[config.mk]
export PLATFORM = sky130hd
export DESIGN_NAME = page_rd_seq
export DESIGN_NICKNAME = d
export VERILOG_FILES = /design/src/rtl/page_rd_pkg.sv /design/src/rtl/page_rd_timer.sv /design/src/rtl/page_rd_strobes.sv /design/src/rtl/page_rd_pack.sv /design/src/rtl/page_rd_seq.sv
export SDC_FILE = /design/constraint.sdc
export NUM_CORES = 1
export LEC_CHECK = 0
export BUFFER_PORTS_ARGS = -buffer_cell sky130_fd_sc_hd__buf_2
export CAP_MARGIN = 40
export CORE_MARGIN = 2
export CORE_UTILIZATION = 40
export DETAILED_ROUTE_END_ITERATION = 6
export MAX_ROUTING_LAYER = met4
export PLACE_DENSITY = 0.72
export SETUP_SLACK_MARGIN = 0.5
export SYNTH_ARGS = -nofsm -noshare
export SYNTH_HDL_FRONTEND = slang
export SYNTH_HIERARCHICAL = 1
export SYNTH_SLANG_ARGS = --single-unit
[constraint.sdc]
create_clock -name clk_i -period 2.75 [get_ports clk_i]
set_input_delay 0.4125 -clock clk_i [delete_from_list [all_inputs] [get_ports clk_i]]
set_output_delay 0.4125 -clock clk_i [all_outputs]
set_load 0.05 [all_outputs]
[src/rtl/page_rd_pkg.sv]
package page_rd_pkg;
  typedef enum logic [1:0] {
    ST_IDLE   = 2'd0,
    ST_ACCESS = 2'd1,
    ST_PAGE   = 2'd2,
    ST_TAIL   = 2'd3
  } rd_state_e;
endpackage

[src/rtl/page_rd_timer.sv]
module page_rd_timer #(
  parameter int CW = 6,
  parameter int PW = 4
) (
  input  logic          clk_i,
  input  logic          rst_ni,
  input  logic          t_clr_i,
  input  logic          t_inc_i,
  input  logic          pc_load_i,
  input  logic          pc_inc_i,
  output logic [CW-1:0] t_o,
  output logic [PW-1:0] pc_o
);
  logic [CW-1:0] t_q;
  logic [PW-1:0] pc_q;

  always_ff @(posedge clk_i or negedge rst_ni) begin
    if (!rst_ni) begin
      t_q <= '0;
    end else if (t_clr_i) begin
      t_q <= '0;
    end else if (t_inc_i && !(&t_q)) begin
      t_q <= t_q + 1'b1;
    end
  end

  always_ff @(posedge clk_i or negedge rst_ni) begin
    if (!rst_ni) begin
      pc_q <= '0;
    end else if (pc_load_i) begin
      pc_q <= PW'(1);
    end else if (pc_inc_i && !(&pc_q)) begin
      pc_q <= pc_q + 1'b1;
    end
  end

  assign t_o  = t_q;
  assign pc_o = pc_q;

  p_clr_wins_r2: assert property (@(posedge clk_i) disable iff (!rst_ni)
    t_clr_i |=> (t_q == '0));
endmodule

[src/rtl/page_rd_strobes.sv]
module page_rd_strobes #(
  parameter int TW = 5,
  parameter int CW = TW + 1
) (
  input  logic          active_i,
  input  logic [CW-1:0] t_i,
  input  logic [TW-1:0] cs_on_i,
  input  logic [TW-1:0] cs_off_i,
  input  logic [TW-1:0] adv_on_i,
  input  logic [TW-1:0] adv_off_i,
  input  logic [TW-1:0] oe_on_i,
  input  logic [TW-1:0] oe_off_i,
  output logic          cs_no,
  output logic          adv_no,
  output logic          oe_no,
  output logic          dir_o
);
  localparam int NS = 3;

  logic [NS-1:0][TW-1:0] on_w, off_w;
  logic [NS-1:0]         act_w;

  assign on_w  = {oe_on_i,  adv_on_i,  cs_on_i};
  assign off_w = {oe_off_i, adv_off_i, cs_off_i};

  for (genvar i = 0; i < NS; i++) begin : g_win
    assign act_w[i] = active_i && (t_i >= {1'b0, on_w[i]}) && (t_i < {1'b0, off_w[i]});
  end

  assign cs_no  = !act_w[0];
  assign adv_no = !act_w[1];
  assign oe_no  = !act_w[2];
  assign dir_o  = active_i && (t_i >= {1'b0, oe_on_i});
endmodule

[src/rtl/page_rd_pack.sv]
module page_rd_pack #(
  parameter int DW = 16
) (
  input  logic            clk_i,
  input  logic            rst_ni,
  input  logic            start_i,
  input  logic            cap_i,
  input  logic [DW-1:0]   din_i,
  output logic [2*DW-1:0] hdata_o,
  output logic            hvalid_o
);
  logic            half_q;
  logic [DW-1:0]   low_q;
  logic [2*DW-1:0] hdata_q;
  logic            hvalid_q;

  always_ff @(posedge clk_i or negedge rst_ni) begin
    if (!rst_ni) begin
      half_q   <= 1'b0;
      low_q    <= '0;
      hdata_q  <= '0;
      hvalid_q <= 1'b0;
    end else begin
      hvalid_q <= 1'b0;
      if (start_i) begin
        half_q <= 1'b0;
      end else if (cap_i) begin
        if (!half_q) begin
          low_q  <= din_i;
          half_q <= 1'b1;
        end else begin
          hdata_q  <= {din_i, low_q};
          hvalid_q <= 1'b1;
          half_q   <= 1'b0;
        end
      end
    end
  end

  assign hdata_o  = hdata_q;
  assign hvalid_o = hvalid_q;

  p_valid_pulse_r9: assert property (@(posedge clk_i) disable iff (!rst_ni)
    hvalid_q |=> !hvalid_q);
  p_valid_after_pair_r9: assert property (@(posedge clk_i) disable iff (!rst_ni)
    (cap_i && half_q && !start_i) |=> (hvalid_q && hdata_q[DW-1:0] == $past(low_q)));
endmodule

[src/rtl/page_rd_seq.sv]
module page_rd_seq
  import page_rd_pkg::*;
#(
  parameter int AW         = 16,
  parameter int DW         = 16,
  parameter int NW         = 4,
  parameter int TW         = 5,
  parameter int PW         = 4,
  parameter int PAGE_WORDS = 4   // power of two, at least 2
) (
  input  logic            clk_i,
  input  logic            rst_ni,
  input  logic            req_i,
  input  logic [AW-1:0]   addr_i,
  input  logic [NW-1:0]   nhost_i,
  input  logic [TW-1:0]   rd_access_i,
  input  logic [PW-1:0]   page_access_i,
  input  logic [TW-1:0]   cycle_time_i,
  input  logic [TW-1:0]   cs_on_i,
  input  logic [TW-1:0]   cs_off_i,
  input  logic [TW-1:0]   adv_on_i,
  input  logic [TW-1:0]   adv_off_i,
  input  logic [TW-1:0]   oe_on_i,
  input  logic [TW-1:0]   oe_off_i,
  input  logic            wait_ni,
  input  logic [DW-1:0]   data_i,
  output logic            cs_no,
  output logic            adv_no,
  output logic            oe_no,
  output logic            dir_o,
  output logic [AW-1:0]   addr_o,
  output logic [2*DW-1:0] hdata_o,
  output logic            hvalid_o,
  output logic            busy_o,
  output logic            done_o
);
  localparam int CW  = TW + 1;
  localparam int RW  = NW + 1;
  localparam int PGB = $clog2(PAGE_WORDS);

  rd_state_e     st_q, st_d;
  logic [AW-1:0] addr_q;
  logic [RW-1:0] rem_q;
  logic          done_q;
  logic [CW-1:0] t_w;
  logic [PW-1:0] pc_w, pg_eff;
  logic          start_w, latch_pt, cap_w, last_w, tail_end;
  logic          t_clr, t_inc, pc_load, pc_inc;

  assign pg_eff   = (page_access_i == '0) ? PW'(1) : page_access_i;
  assign start_w  = (st_q == ST_IDLE) && req_i;
  assign latch_pt = ((st_q == ST_ACCESS) && (t_w == {1'b0, rd_access_i})) ||
                    ((st_q == ST_PAGE) && (pc_w >= pg_eff));
  assign cap_w    = latch_pt && wait_ni;
  assign last_w   = (rem_q == RW'(1)) || (&addr_q[PGB-1:0]);
  assign tail_end = (st_q == ST_TAIL) && (t_w >= {1'b0, cycle_time_i});

  assign t_clr   = start_w || (tail_end && rem_q != '0);
  assign t_inc   = ((st_q == ST_ACCESS) && !latch_pt) || (cap_w && last_w) ||
                   ((st_q == ST_TAIL) && !tail_end);
  assign pc_load = cap_w;
  assign pc_inc  = (st_q == ST_PAGE) && !latch_pt;

  always_comb begin
    st_d = st_q;
    unique case (st_q)
      ST_IDLE:   if (req_i) st_d = ST_ACCESS;
      ST_ACCESS,
      ST_PAGE:   if (cap_w) st_d = last_w ? ST_TAIL : ST_PAGE;
      ST_TAIL:   if (tail_end) st_d = (rem_q == '0) ? ST_IDLE : ST_ACCESS;
      default:   st_d = ST_IDLE;
    endcase
  end

  always_ff @(posedge clk_i or negedge rst_ni) begin
    if (!rst_ni) begin
      st_q   <= ST_IDLE;
      addr_q <= '0;
      rem_q  <= '0;
      done_q <= 1'b0;
    end else begin
      st_q   <= st_d;
      done_q <= tail_end && (rem_q == '0);
      if (start_w) begin
        addr_q <= addr_i;
        rem_q  <= {nhost_i, 1'b0};
      end else if (cap_w) begin
        addr_q <= addr_q + 1'b1;
        rem_q  <= rem_q - 1'b1;
      end
    end
  end

  page_rd_timer #(.CW(CW), .PW(PW)) u_timer (
    .clk_i    (clk_i),
    .rst_ni   (rst_ni),
    .t_clr_i  (t_clr),
    .t_inc_i  (t_inc),
    .pc_load_i(pc_load),
    .pc_inc_i (pc_inc),
    .t_o      (t_w),
    .pc_o     (pc_w)
  );

  page_rd_strobes #(.TW(TW), .CW(CW)) u_strobes (
    .active_i (st_q != ST_IDLE),
    .t_i      (t_w),
    .cs_on_i  (cs_on_i),
    .cs_off_i (cs_off_i),
    .adv_on_i (adv_on_i),
    .adv_off_i(adv_off_i),
    .oe_on_i  (oe_on_i),
    .oe_off_i (oe_off_i),
    .cs_no    (cs_no),
    .adv_no   (adv_no),
    .oe_no    (oe_no),
    .dir_o    (dir_o)
  );

  page_rd_pack #(.DW(DW)) u_pack (
    .clk_i   (clk_i),
    .rst_ni  (rst_ni),
    .start_i (start_w),
    .cap_i   (cap_w),
    .din_i   (data_i),
    .hdata_o (hdata_o),
    .hvalid_o(hvalid_o)
  );

  assign addr_o = addr_q;
  assign busy_o = (st_q != ST_IDLE);
  assign done_o = done_q;

  p_idle_strobes_r1: assert property (@(posedge clk_i) disable iff (!rst_ni)
    (st_q == ST_IDLE) |-> (cs_no && adv_no && oe_no && !dir_o));
  p_frozen_page_r4: assert property (@(posedge clk_i) disable iff (!rst_ni)
    (st_q == ST_PAGE && $past(st_q) == ST_PAGE) |-> ($stable(t_w) && $stable({cs_no, adv_no, oe_no, dir_o})));
  p_addr_step_r5: assert property (@(posedge clk_i) disable iff (!rst_ni)
    (cap_w && !start_w) |=> (addr_q == $past(addr_q) + 1'b1));
  p_new_phase_r6: assert property (@(posedge clk_i) disable iff (!rst_ni)
    (tail_end && rem_q != '0) |=> (st_q == ST_ACCESS && t_w == '0 && cs_no == !(cs_on_i == '0 && cs_off_i != '0)));
  p_wait_hold_r8: assert property (@(posedge clk_i) disable iff (!rst_ni)
    (latch_pt && !wait_ni) |=> ($stable(addr_q) && $stable(rem_q) && $stable(st_q) && $stable(t_w)));
  p_done_pulse_r10: assert property (@(posedge clk_i) disable iff (!rst_ni)
    done_q |=> !done_q);
  p_busy_ignores_req_r10: assert property (@(posedge clk_i) disable iff (!rst_ni)
    (st_q != ST_IDLE && !cap_w) |=> $stable(addr_q));
endmodule

# == Yosys cells after proc, flatten, opt, wreduce, memory -nomap -nowiden ==
# Cells that the tools add are included.
# classes
add_sub_neg,4
magnitude_cmp,8
n_eq_ne,8
muxes,21
n_bitwise,2
reduce_logical,46
# op_table
cell,n
16-bit two-way mux,2
6-bit by 5-bit greater-or-equal comparator with 1-bit output,4
1-bit logical AND,19
6-bit by 5-bit less-than comparator with 1-bit output,3
"16-bit by 1-bit adder with 16-bit output, second input constant",1
4-bit two-way mux,3
6-bit two-way mux,2
5-bit two-way mux,2
3-bit AND reduction,3
1-bit two-way mux,8
2-bit nonzero test,4
1-bit zero test,7
"6-bit by 1-bit adder with 6-bit output, second input constant",1
6-bit by 5-bit equality test with 1-bit output,1
2-bit two-way mux,3
"2-bit inequality test, second input constant",3
2-bit one-hot mux with 3 select lines,1
6-bit AND reduction,1
"5-bit by 1-bit equality test with 1-bit output, second input constant",1
5-bit zero test,1
1-bit logical OR,5
5-bit nonzero test,1
"5-bit by 1-bit subtractor with 5-bit output, second input constant",1
"4-bit by 1-bit adder with 4-bit output, second input constant",1
other kinds (9),11
# word_totals
regBits,84
inputBits,84
output_inout_bits,55
wordCells,99

# == Depth between registers and ports, before layout ==
# Gate-level depths: netlist of the first run.
# depth
ltp_word,12
ltp_mapped,12
depth_no_buf,11

# == Cells and area by module ==
# The synthesis of the first run kept the hierarchy.
# modules_own_cells
mod,instances,cells_per_inst,area_each_um2,seq_area_each_um2
page_rd_pack,1,107,1879.3,1251.2
page_rd_seq,1,206,1795.5,600.6
page_rd_strobes,1,91,660.6,0.0
page_rd_timer,1,59,569.3,250.2

# == Least setup slack after synthesis of the first run ==
# No wires, ideal clock.
# synth_path
kind,input-to-reg
from,input port page_access_i[2]
to,register u_pack.hdata_q[10] (netlist: u_pack/hdata_o[10])
setup_time_ns,0.125
arrival_ns,2.623
required_ns,2.625
path_slack_ns,0.002
stages,12
n_path_buf,2
path_cell_list,inv_1 a31o_2 ha_1 nand2b_4 a2111oi_4 o22ai_2 nand2_2 inv_2 buf_6 nand3b_2 buf_4 mux2_2
# synth_via
elab_chain_cells,7
# synth_rtl
element,line,source
"start, declared",page_rd_seq.sv:17,"input logic [PW-1:0] page_access_i,"
4-bit zero test,page_rd_seq.sv:50,assign pg_eff = (page_access_i == '0) ? PW'(1) : page_access_i;
4-bit two-way mux (*),page_rd_seq.sv:50,
4-bit greater-or-equal comparator (*),page_rd_seq.sv:53,((st_q == ST_PAGE) && (pc_w >= pg_eff));
1-bit logical AND (*),page_rd_seq.sv:53,
1-bit logical OR (*),page_rd_seq.sv:52,"assign latch_pt = ((st_q == ST_ACCESS) && (t_w == {1'b0, rd_access_i})) ||"
1-bit logical AND (*),page_rd_seq.sv:54,assign cap_w = latch_pt && wait_ni;
net cap_w,page_rd_seq.sv:47,"logic start_w, latch_pt, cap_w, last_w, tail_end;"
3-bit AND reduction (no line) (*),-,
"end signal, assigned",page_rd_pack.sv:32,"hdata_q <= {din_i, low_q};"
"end, declared",page_rd_pack.sv:14,logic [2*DW-1:0] hdata_q;
# The timed path passes the listed nets; every way through them passes the cells marked *.
# A chain may end at the register's enable or synchronous reset.

# == Final worst setup path of the first run ==
# layout_path
from,register u_timer.t_q[1] (netlist: u_timer/t_o[1])
to,output port oe_no
# layout_via
elab_chain_cells,4
word_cells_on_any_way,5
# layout_rtl
element,line,source
"start, declared",page_rd_timer.sv:14,logic [CW-1:0] t_q;
"start signal, assigned",page_rd_timer.sv:23,t_q <= t_q + 1'b1;
6-bit by 5-bit greater-or-equal comparator with 1-bit output,page_rd_strobes.sv:27,"assign act_w[i] = active_i && (t_i >= {1'b0, on_w[i]}) && (t_i < {1'b0, off_w[i]});"
1-bit logical AND,page_rd_strobes.sv:27,
1-bit logical AND (*),page_rd_strobes.sv:27,
1-bit zero test (*),page_rd_strobes.sv:32,assign oe_no = !act_w[2];
"end, declared",page_rd_seq.sv:29,"output logic oe_no,"
# Mark *: on every way between the ends. The rest lies on a longest branch, timed or not.

==> impl_results.md, run 1 <==
- Status: finished, final reports clean
- NetSw: 0.002637 W
- Critical path capture point type: primary output
- First-pass DRT Iterations: 5
- Area leader, netlist: dfrtp_1
- Post-route ant nets: 0
- Post-Syn Area: ~4900 sq um
- Hold-fix buffers, CTS: 0
- Htree depth: 3
- CP Max Fanout: 4
- Crit path required time: roughly 2300 ps
- Vias per cell: 5.092
- Multi-input logic area: 3038 sq um
- Core area: 12010 sq um
- Fin nets: 794
- Tot GR Track Use: around a fifth
- Crit path largest cell delay: 490 ps
- Post-synth EDFFs: 0
- Switching part of the total power: between 40 and 50%
- Final Max Slew Viols: 0
- WP data arrival: 2140 ps
- Count leader, synth: dfrtp_1
- GP Congestion: 0.8927
- Worst path top cell family by delay: simple AND/OR/NAND/NOR gates
- Final Hold Viols: 0
- R2R Setup Slk: 350 ps
- Final setup vio count: 0
- Synth Net Count: 594
- HPWL Detailed: ~9 mm
- Commonest cells in the netlist: dfrtp_1, inv_1, mux2_2, ha_1, nand2_1
- WL/cell: around 17 um
- Combinational share of power: 49.8%
- # DRC: 0
- Kind of critical path: reg2out
- CTS tree: done
- Mapped Cells: 463
- Ys async rst share: 100.0%
- Flops & latches, synth: 84
- Share of cells above drive strength 1: about half
- Fill cells: 956
- Hold Crit Class: in2async
- WP buf/inv: 2
- Pwr Density: 871.7 nW/um^2
- Synth Warn #: 6
- Layout Area Growth over Synthesis: 49.13%
- Root buf cell: clkbuf_16
- Initial Utilization: 40.83%
- Pin count of the biggest net entering global routing: 47
- Final critical-path required period: 2555 ps
- Num rows: 40
- Chip width: roughly 110 um
- DR top layer: met4
- Sequential area share after synthesis: between 40% and 50%
- Area share of the largest cell type after synthesis: 42.86%
- Max Cap Violations: 0
- Util after Layout: 60.90%
- Reg2reg end: u_timer/t_o[5]$_DFFE_PN0P_
- Clock latency on the worst-skew pair: 340 ps
- Setup crit start kind: flop
- Number of antenna violations at the first check in global routing: 2
- Aggregate global routing overflow: 0
- Reg area: 2108 sq um
- Headroom to the max-slew limit: a little under two thirds
- Syn Area/Cell: 10.59 sq um
- Die height: 114.7 um
- Ports: 139
- Sink Count: 84
- Via count: between 4000 and 5000
- Max VDD drop: around 0.4 mV
- WL met1: slightly below 6 mm
- Worst-case clock buffer depth: 2
- Unrepaired setup endpoints after global routing: true
- Ys flop type: dfrtp_1
- Total negative slack: 0 ps
- Worst-Margin Slew: 543.2 ps
- WL met3: 494 um
- Met2 WL post-DR: ~7 mm
- Int Power: 0.003740 W
- Lkg Pwr: approximately 3.8 nW
- Worst-path clk slew: 60 ps
- Reg power frac: approximately 30%
- Yosys cell types: 57
- First-pass GRT wire length: approximately 21 mm
- Final wirelength: 13.65 mm
- Reg2Reg Depth: 11
- PortBufs: roughly 140
- Power share of the clock group: 20.6%
- Top post-synthesis cells by area: dfrtp_1, ha_1, mux2_2
- Worst clock skew: 9.556 ps
- Total CTS buffers: 9
- Crit-path cells: buf_6 > ha_2 > nor3b_2 > o21ai_1 > o211ai_1 > or4b_4 > buf_8
- Vias in the first global route: 4377
- Final worst path period share: 92.89%
- Max stage delay cell, worst path: or4b_4
- Total die area: about 13000 sq um
- RR Startpoint: u_timer/pc_o[0]$_DFFE_PN0P_
- Iter 0 DRT Violations: 220
- Achievable clock frequency: 391.5 MHz
==> registers in the layout (all words and copies together), names as in the netlist, 2 cells and up <==
name	count
addr_o	16
u_pack/low_q	16
u_timer/t_o	6
st_q	2
rem_q	5
u_pack/hdata_o	32
u_timer/pc_o	4
==> worst register-to-register path: cells and delay by family, from the launching register on <==
kind	cells	cell delay (ps)
fa+ha+maj	1	180
buf+inv	3	350
flops	1	400
simple gates	3	310
compound gates	4	1060
==> layout by cell type, fill, tap and decap left out, types with 4 or more instances in the layout <==
master,Yosys,layout
xnor2_1,7,4
mux2i_1,4,4
buf_12,0,7
nand2b_1,7,7
inv_2,1,6
clkbuf_16,0,11
buf_16,0,4
nand3_1,10,9
o21ai_0,27,14
dfrtp_1,84,79
buf_6,2,18
nand4_1,8,8
buf_4,2,36
ha_4,0,9
o21ai_1,4,16
mux2_4,0,48
nand2_1,28,28
nor2_1,21,16
xor2_1,17,17
o211ai_1,7,7
nor2b_1,5,4
a21oi_1,16,14
inv_1,49,41
dfrtp_2,0,5
nor3_1,7,7
ha_1,47,36
a31oi_1,4,4
a21o_1,5,5
buf_2,1,130
==> per-layer routing <==
metal	up-vias	global-route usage (%)
met3	17	3.268
met2	100	35.62
met1	2002	25.03
li1	2041	-
met4	0	8.755
met5	-	-
==> how the worst max path moves through the flow <==
stage                                     startpoint                          end  slack [ps]  depth (start not counted)
after floorplan                     page_access_i[1]  u_pack/low_q[0]$_DFFE_PN0P_         120                         12
after global placement              page_access_i[1]   u_timer/t_o[1]$_DFFE_PN0P_         120                         12
after detailed placement            page_access_i[1]   u_timer/t_o[0]$_DFFE_PN0P_          20                         12
after CTS                 u_timer/t_o[1]$_DFFE_PN0P_                        oe_no         220                          6
after global routing      u_timer/t_o[2]$_DFFE_PN0P_                        oe_no         170                          6
final                     u_timer/t_o[1]$_DFFE_PN0P_                        oe_no         200                          7
==> cell families after synthesis <==
group	share of synthesized area, %
AND/OR/NAND/NOR	12.76
flip-flops	42.86
AO/OA/AOI/OAI	10.97
buffers and inverters	5.306
multiplexers	11.84
adder cells (fa/ha/maj)	11.99
XOR/XNOR	4.286
==> stage by stage <==
step	std cells	instance area [sq um]	hold WS, ps	worst slack (ps)	total power, W
after floorplan	463	5157	116.9	123.6	0.003682
after global placement	755	6111	431.0	124.3	0.004286
after detailed placement	755	6111	435.3	16.61	0.004426
after CTS	803	6964	81.08	222.6	0.006119
after global routing	817	7315	88.58	168.3	0.006731
final	817	7315	58.37	195.4	0.006376
==> what timing repair did <==
item / CTS / global route
endpoints found under the setup margin: 66 / 78
cloned: 4 / 2
gates resized for setup: 58 / 47
buffers inserted: 28 / 10
pin swaps: 15 / 19
==> power groups by stage <==
stage | Clock [W] | Combinational, W | Sequential [W]
3_5_place_dp | 0 | 0.00251 | 0.00191
5_1_grt | 0.00139 | 0.00342 | 0.00192
6_report | 0.00132 | 0.00317 | 0.00189
3_3_place_gp | 0 | 0.00240 | 0.00189
4_1_cts | 0.00134 | 0.00292 | 0.00186
2_1_floorplan | 0 | 0.00137 | 0.00231
==> final cells by class <==
| cell class | count | area share (%) |
|---|---|---|
| inverters | 50 | 2.737 |
| well taps | 147 | 2.515 |
| diodes | 2 | 0.06842 |
| multi-input cells | 319 | 41.53 |
| flip-flops and latches | 84 | 28.82 |
| repair buffers | 199 | 19.88 |
| clock inverters | 6 | 1.317 |
| clock buffers | 10 | 3.130 |
Note: power is estimated with default switching activity, not from simulation.
==> run 2, diff against run 1 <==
--- a/config.mk
+++ b/config.mk
@@ -12,7 +12,6 @@
 export DETAILED_ROUTE_END_ITERATION = 6
 export MAX_ROUTING_LAYER = met4
 export PLACE_DENSITY = 0.72
-export SETUP_SLACK_MARGIN = 0.5
 export SYNTH_ARGS = -nofsm -noshare
 export SYNTH_HDL_FRONTEND = slang
 export SYNTH_HIERARCHICAL = 1
==> run 2 against run 1 <==
Effect of this change:
- clock power down 15%
- die area unchanged
- clock skew down 0.97 ps
- cell area down 14%
- register-to-register slack worse by 190 ps
- fmax down 4.5%
- final cell count down 3.8%
- count of clock-buffer cells in the layout up 1
- sequential power down 3%
- critical path depth unchanged
- combinational power down 20%
- worst setup slack worse by 120 ps
- critical endpoint unchanged
- largest power group unchanged
==> impl_results.md, run 2 (synthesized netlist as in run 1, its figures left out) <==
- Fin nets: 765 (was 794)
- GP Congestion: 0.8444 (was 0.8927)
- Max Cap Violations: 0 (unchanged)
- PortBufs: 138 (unchanged)
- Tot GR Track Use: 17.82% (was 21.02%)
- Dpl ws: -125.9 ps (was 16.61 ps)
- Max VDD drop: 0.3206 mV (was 0.4030 mV)
- Worst-path clk slew: 60 ps (about the same)
- First-pass DRT Iterations: 4 (was 5)
- Final wirelength: 11.32 mm (was 13.65 mm)
- Num rows: 40 (unchanged)
- Worst Setup Slack, final: 75.85 ps (was 195.4 ps)
- Ant. Diodes: 0 (was 2)
- Multi-input logic area: 2550 sq um (was 3038 sq um)
- Final Max Slew Viols: 0 (unchanged)
- Vias in the first global route: 4015 (was 4377)
- HPWL Detailed: 8.550 mm (was 9.038 mm)
- Final cell count without fillers: 786 (was 817)
- Final critical-path required period: 2674 ps (was 2555 ps)
- Worst-Margin Slew: 420.3 ps (was 543.2 ps)
- Core area: 12010 sq um (unchanged)
- Crit path required time: 2340 ps (about the same)
- Share of cells above drive strength 1: 38.81% (was 48.95%)
- Most common cell after layout, fill and taps aside: buf_2 (unchanged)
- WP data arrival: 2260 ps (was 2140 ps)
- Iter 0 DRT Violations: 182 (was 220)
- Most frequent cells in the layout: buf_2, dfrtp_1, inv_1, mux2_2, ha_1 (was buf_2, dfrtp_1, mux2_4, inv_1)
- Worst-case clock buffer depth: 2 (unchanged)
- Status: finished, final reports clean (unchanged)
- Via count: 4017 (was 4160)
- CTS tree: done (unchanged)
- Sink Count: 84 (unchanged)
- Post-route ant nets: 0 (unchanged)
- Lkg Pwr: 3.365 nW (was 3.840 nW)
- Reg area: 2105 sq um (was 2108 sq um)
- Vias per cell: 5.111 (was 5.092)
- Setup crit start kind: flop (unchanged)
- Fill cells: 1069 (was 956)
- Number of antenna violations at the first check in global routing: 0 (was 2)
- CP Max Fanout: 7 (was 4)
- Final worst path period share: 97.24% (was 92.89%)
- Aggregate global routing overflow: 0 (unchanged)
- Pwr Density: 875.3 nW/um^2 (was 871.7 nW/um^2)
- # DRC: 0 (unchanged)
- First-pass GRT wire length: 18.16 mm (was 21.15 mm)
- Hold Crit Class: in2reg (was in2async)
- WL/cell: 14.41 um (was 16.70 um)
- Critical path capture point type: primary output (unchanged)
- Worst clock skew: 8.589 ps (was 9.556 ps)
- Total die area: 13160 sq um (unchanged)
- Root buf cell: clkbuf_16 (unchanged)
- Htree depth: 3 (unchanged)
- Ports: 139 (unchanged)
- Final Hold Viols: 0 (unchanged)
- Kind of critical path: reg2out (unchanged)
- Final setup vio count: 0 (unchanged)
- Die height: 114.7 um (unchanged)
- Cells after DPL: 762 (was 755)
- Achievable clock frequency: 374.0 MHz (was 391.5 MHz)
- Initial Utilization: 40.83% (unchanged)
- Max reg flops: 32 (unchanged)
- Layout Area Growth over Synthesis: 28.14% (was 49.13%)
- Headroom to the max-slew limit: 71.98% (was 63.78%)
- Total CTS buffers: 9 (unchanged)
- Pin count of the biggest net entering global routing: 80 (was 47)
- Chip width: 114.7 um (unchanged)
- Clock latency on the worst-skew pair: 340 ps (about the same)
- Util after Layout: 52.32% (was 60.90%)
-- run 2: cell count changes in the layout (fill, tap and decap cells not counted), sizes merged --
cell,delta
dlygate4sd3,+1
bufinv,-2
clkinvlp,+2
diode,-2
clkbuf,-1
buf,-28
inv,-1
-- run 2: final cells by class --
class / count / share of cell area [%]
multi-input combinational: 319 / 40.57
clock buffer: 11 / 3.862
clock inverter: 5 / 0.5773
inverter: 50 / 2.986
tap: 147 / 2.927
sequential: 84 / 33.49
timing repair buffer: 170 / 15.59
-- run 2: path summary, 6_finish.rpt --
check / from / to / slack [ps] / cells past startpoint
min in group asynchronous: rst_ni / u_pack/hdata_o[26]$_DFFE_PN0P_ / 420 / 2
worst min register to register: u_pack/hdata_o[15]$_DFFE_PN0P_ / u_pack/hdata_o[15]$_DFFE_PN0P_ / 500 / 1
worst max register to register: u_timer/pc_o[0]$_DFFE_PN0P_ / u_timer/t_o[5]$_DFFE_PN0P_ / 160 / 11
max in group asynchronous: rst_ni / u_timer/t_o[0]$_DFFE_PN0P_ / 1710 / 3
worst max-delay path: u_timer/t_o[1]$_DFFE_PN0P_ / oe_no / 80 / 7
worst min-delay path: addr_i[4] / addr_o[4]$_DFFE_PN0P_ / 270 / 3
-- run 2: layer usage --
metal / track usage (%) / share of wire, %
met2: 30.53 / 52
met5: - / 0
met3: 2.372 / 3.2
met4: 8.032 / 2.2
met1: 20.94 / 43
-- run 2: stage by stage --
step | TNS, ps | total power (W) | instance area, sq um | hold WS (ps)
after CTS | 0 | 0.005474 | 6216 | 264.6
after detailed placement | -2456 | 0.004305 | 5914 | 229.4
after floorplan | 0 | 0.003564 | 4905 | 116.9
final | 0 | 0.005501 | 6285 | 274.2
after global placement | -1011 | 0.004181 | 5914 | 225.2
after global routing | -25.96 | 0.005896 | 6285 | 279.2
-- run 2: critical path: stages, from the launching register on --
cell and delay (ps):
dfrtp_2 410, buf_4 170, ha_1 280, o211ai_1 80, o21ai_1 140, a211oi_1 100, or4b_1 560, buf_6 180
-- run 2: where the power goes --
part           switching, W  total, W  internal (W)
logic               0.00156   0.00254      0.000984
clock network      0.000487   0.00112      0.000638
registers          0.000286   0.00183       0.00155
total               0.00233   0.00550       0.00317
-- run 2: what timing repair did --
action | CTS | global route
gates resized for setup | 3 | 2
setup buffers | 1 | 6
endpoints found under the setup margin | 2 | 19
hold endpoints to repair | 5 | 0
hold buffers | 1 | 0
pin swaps | 0 | 2
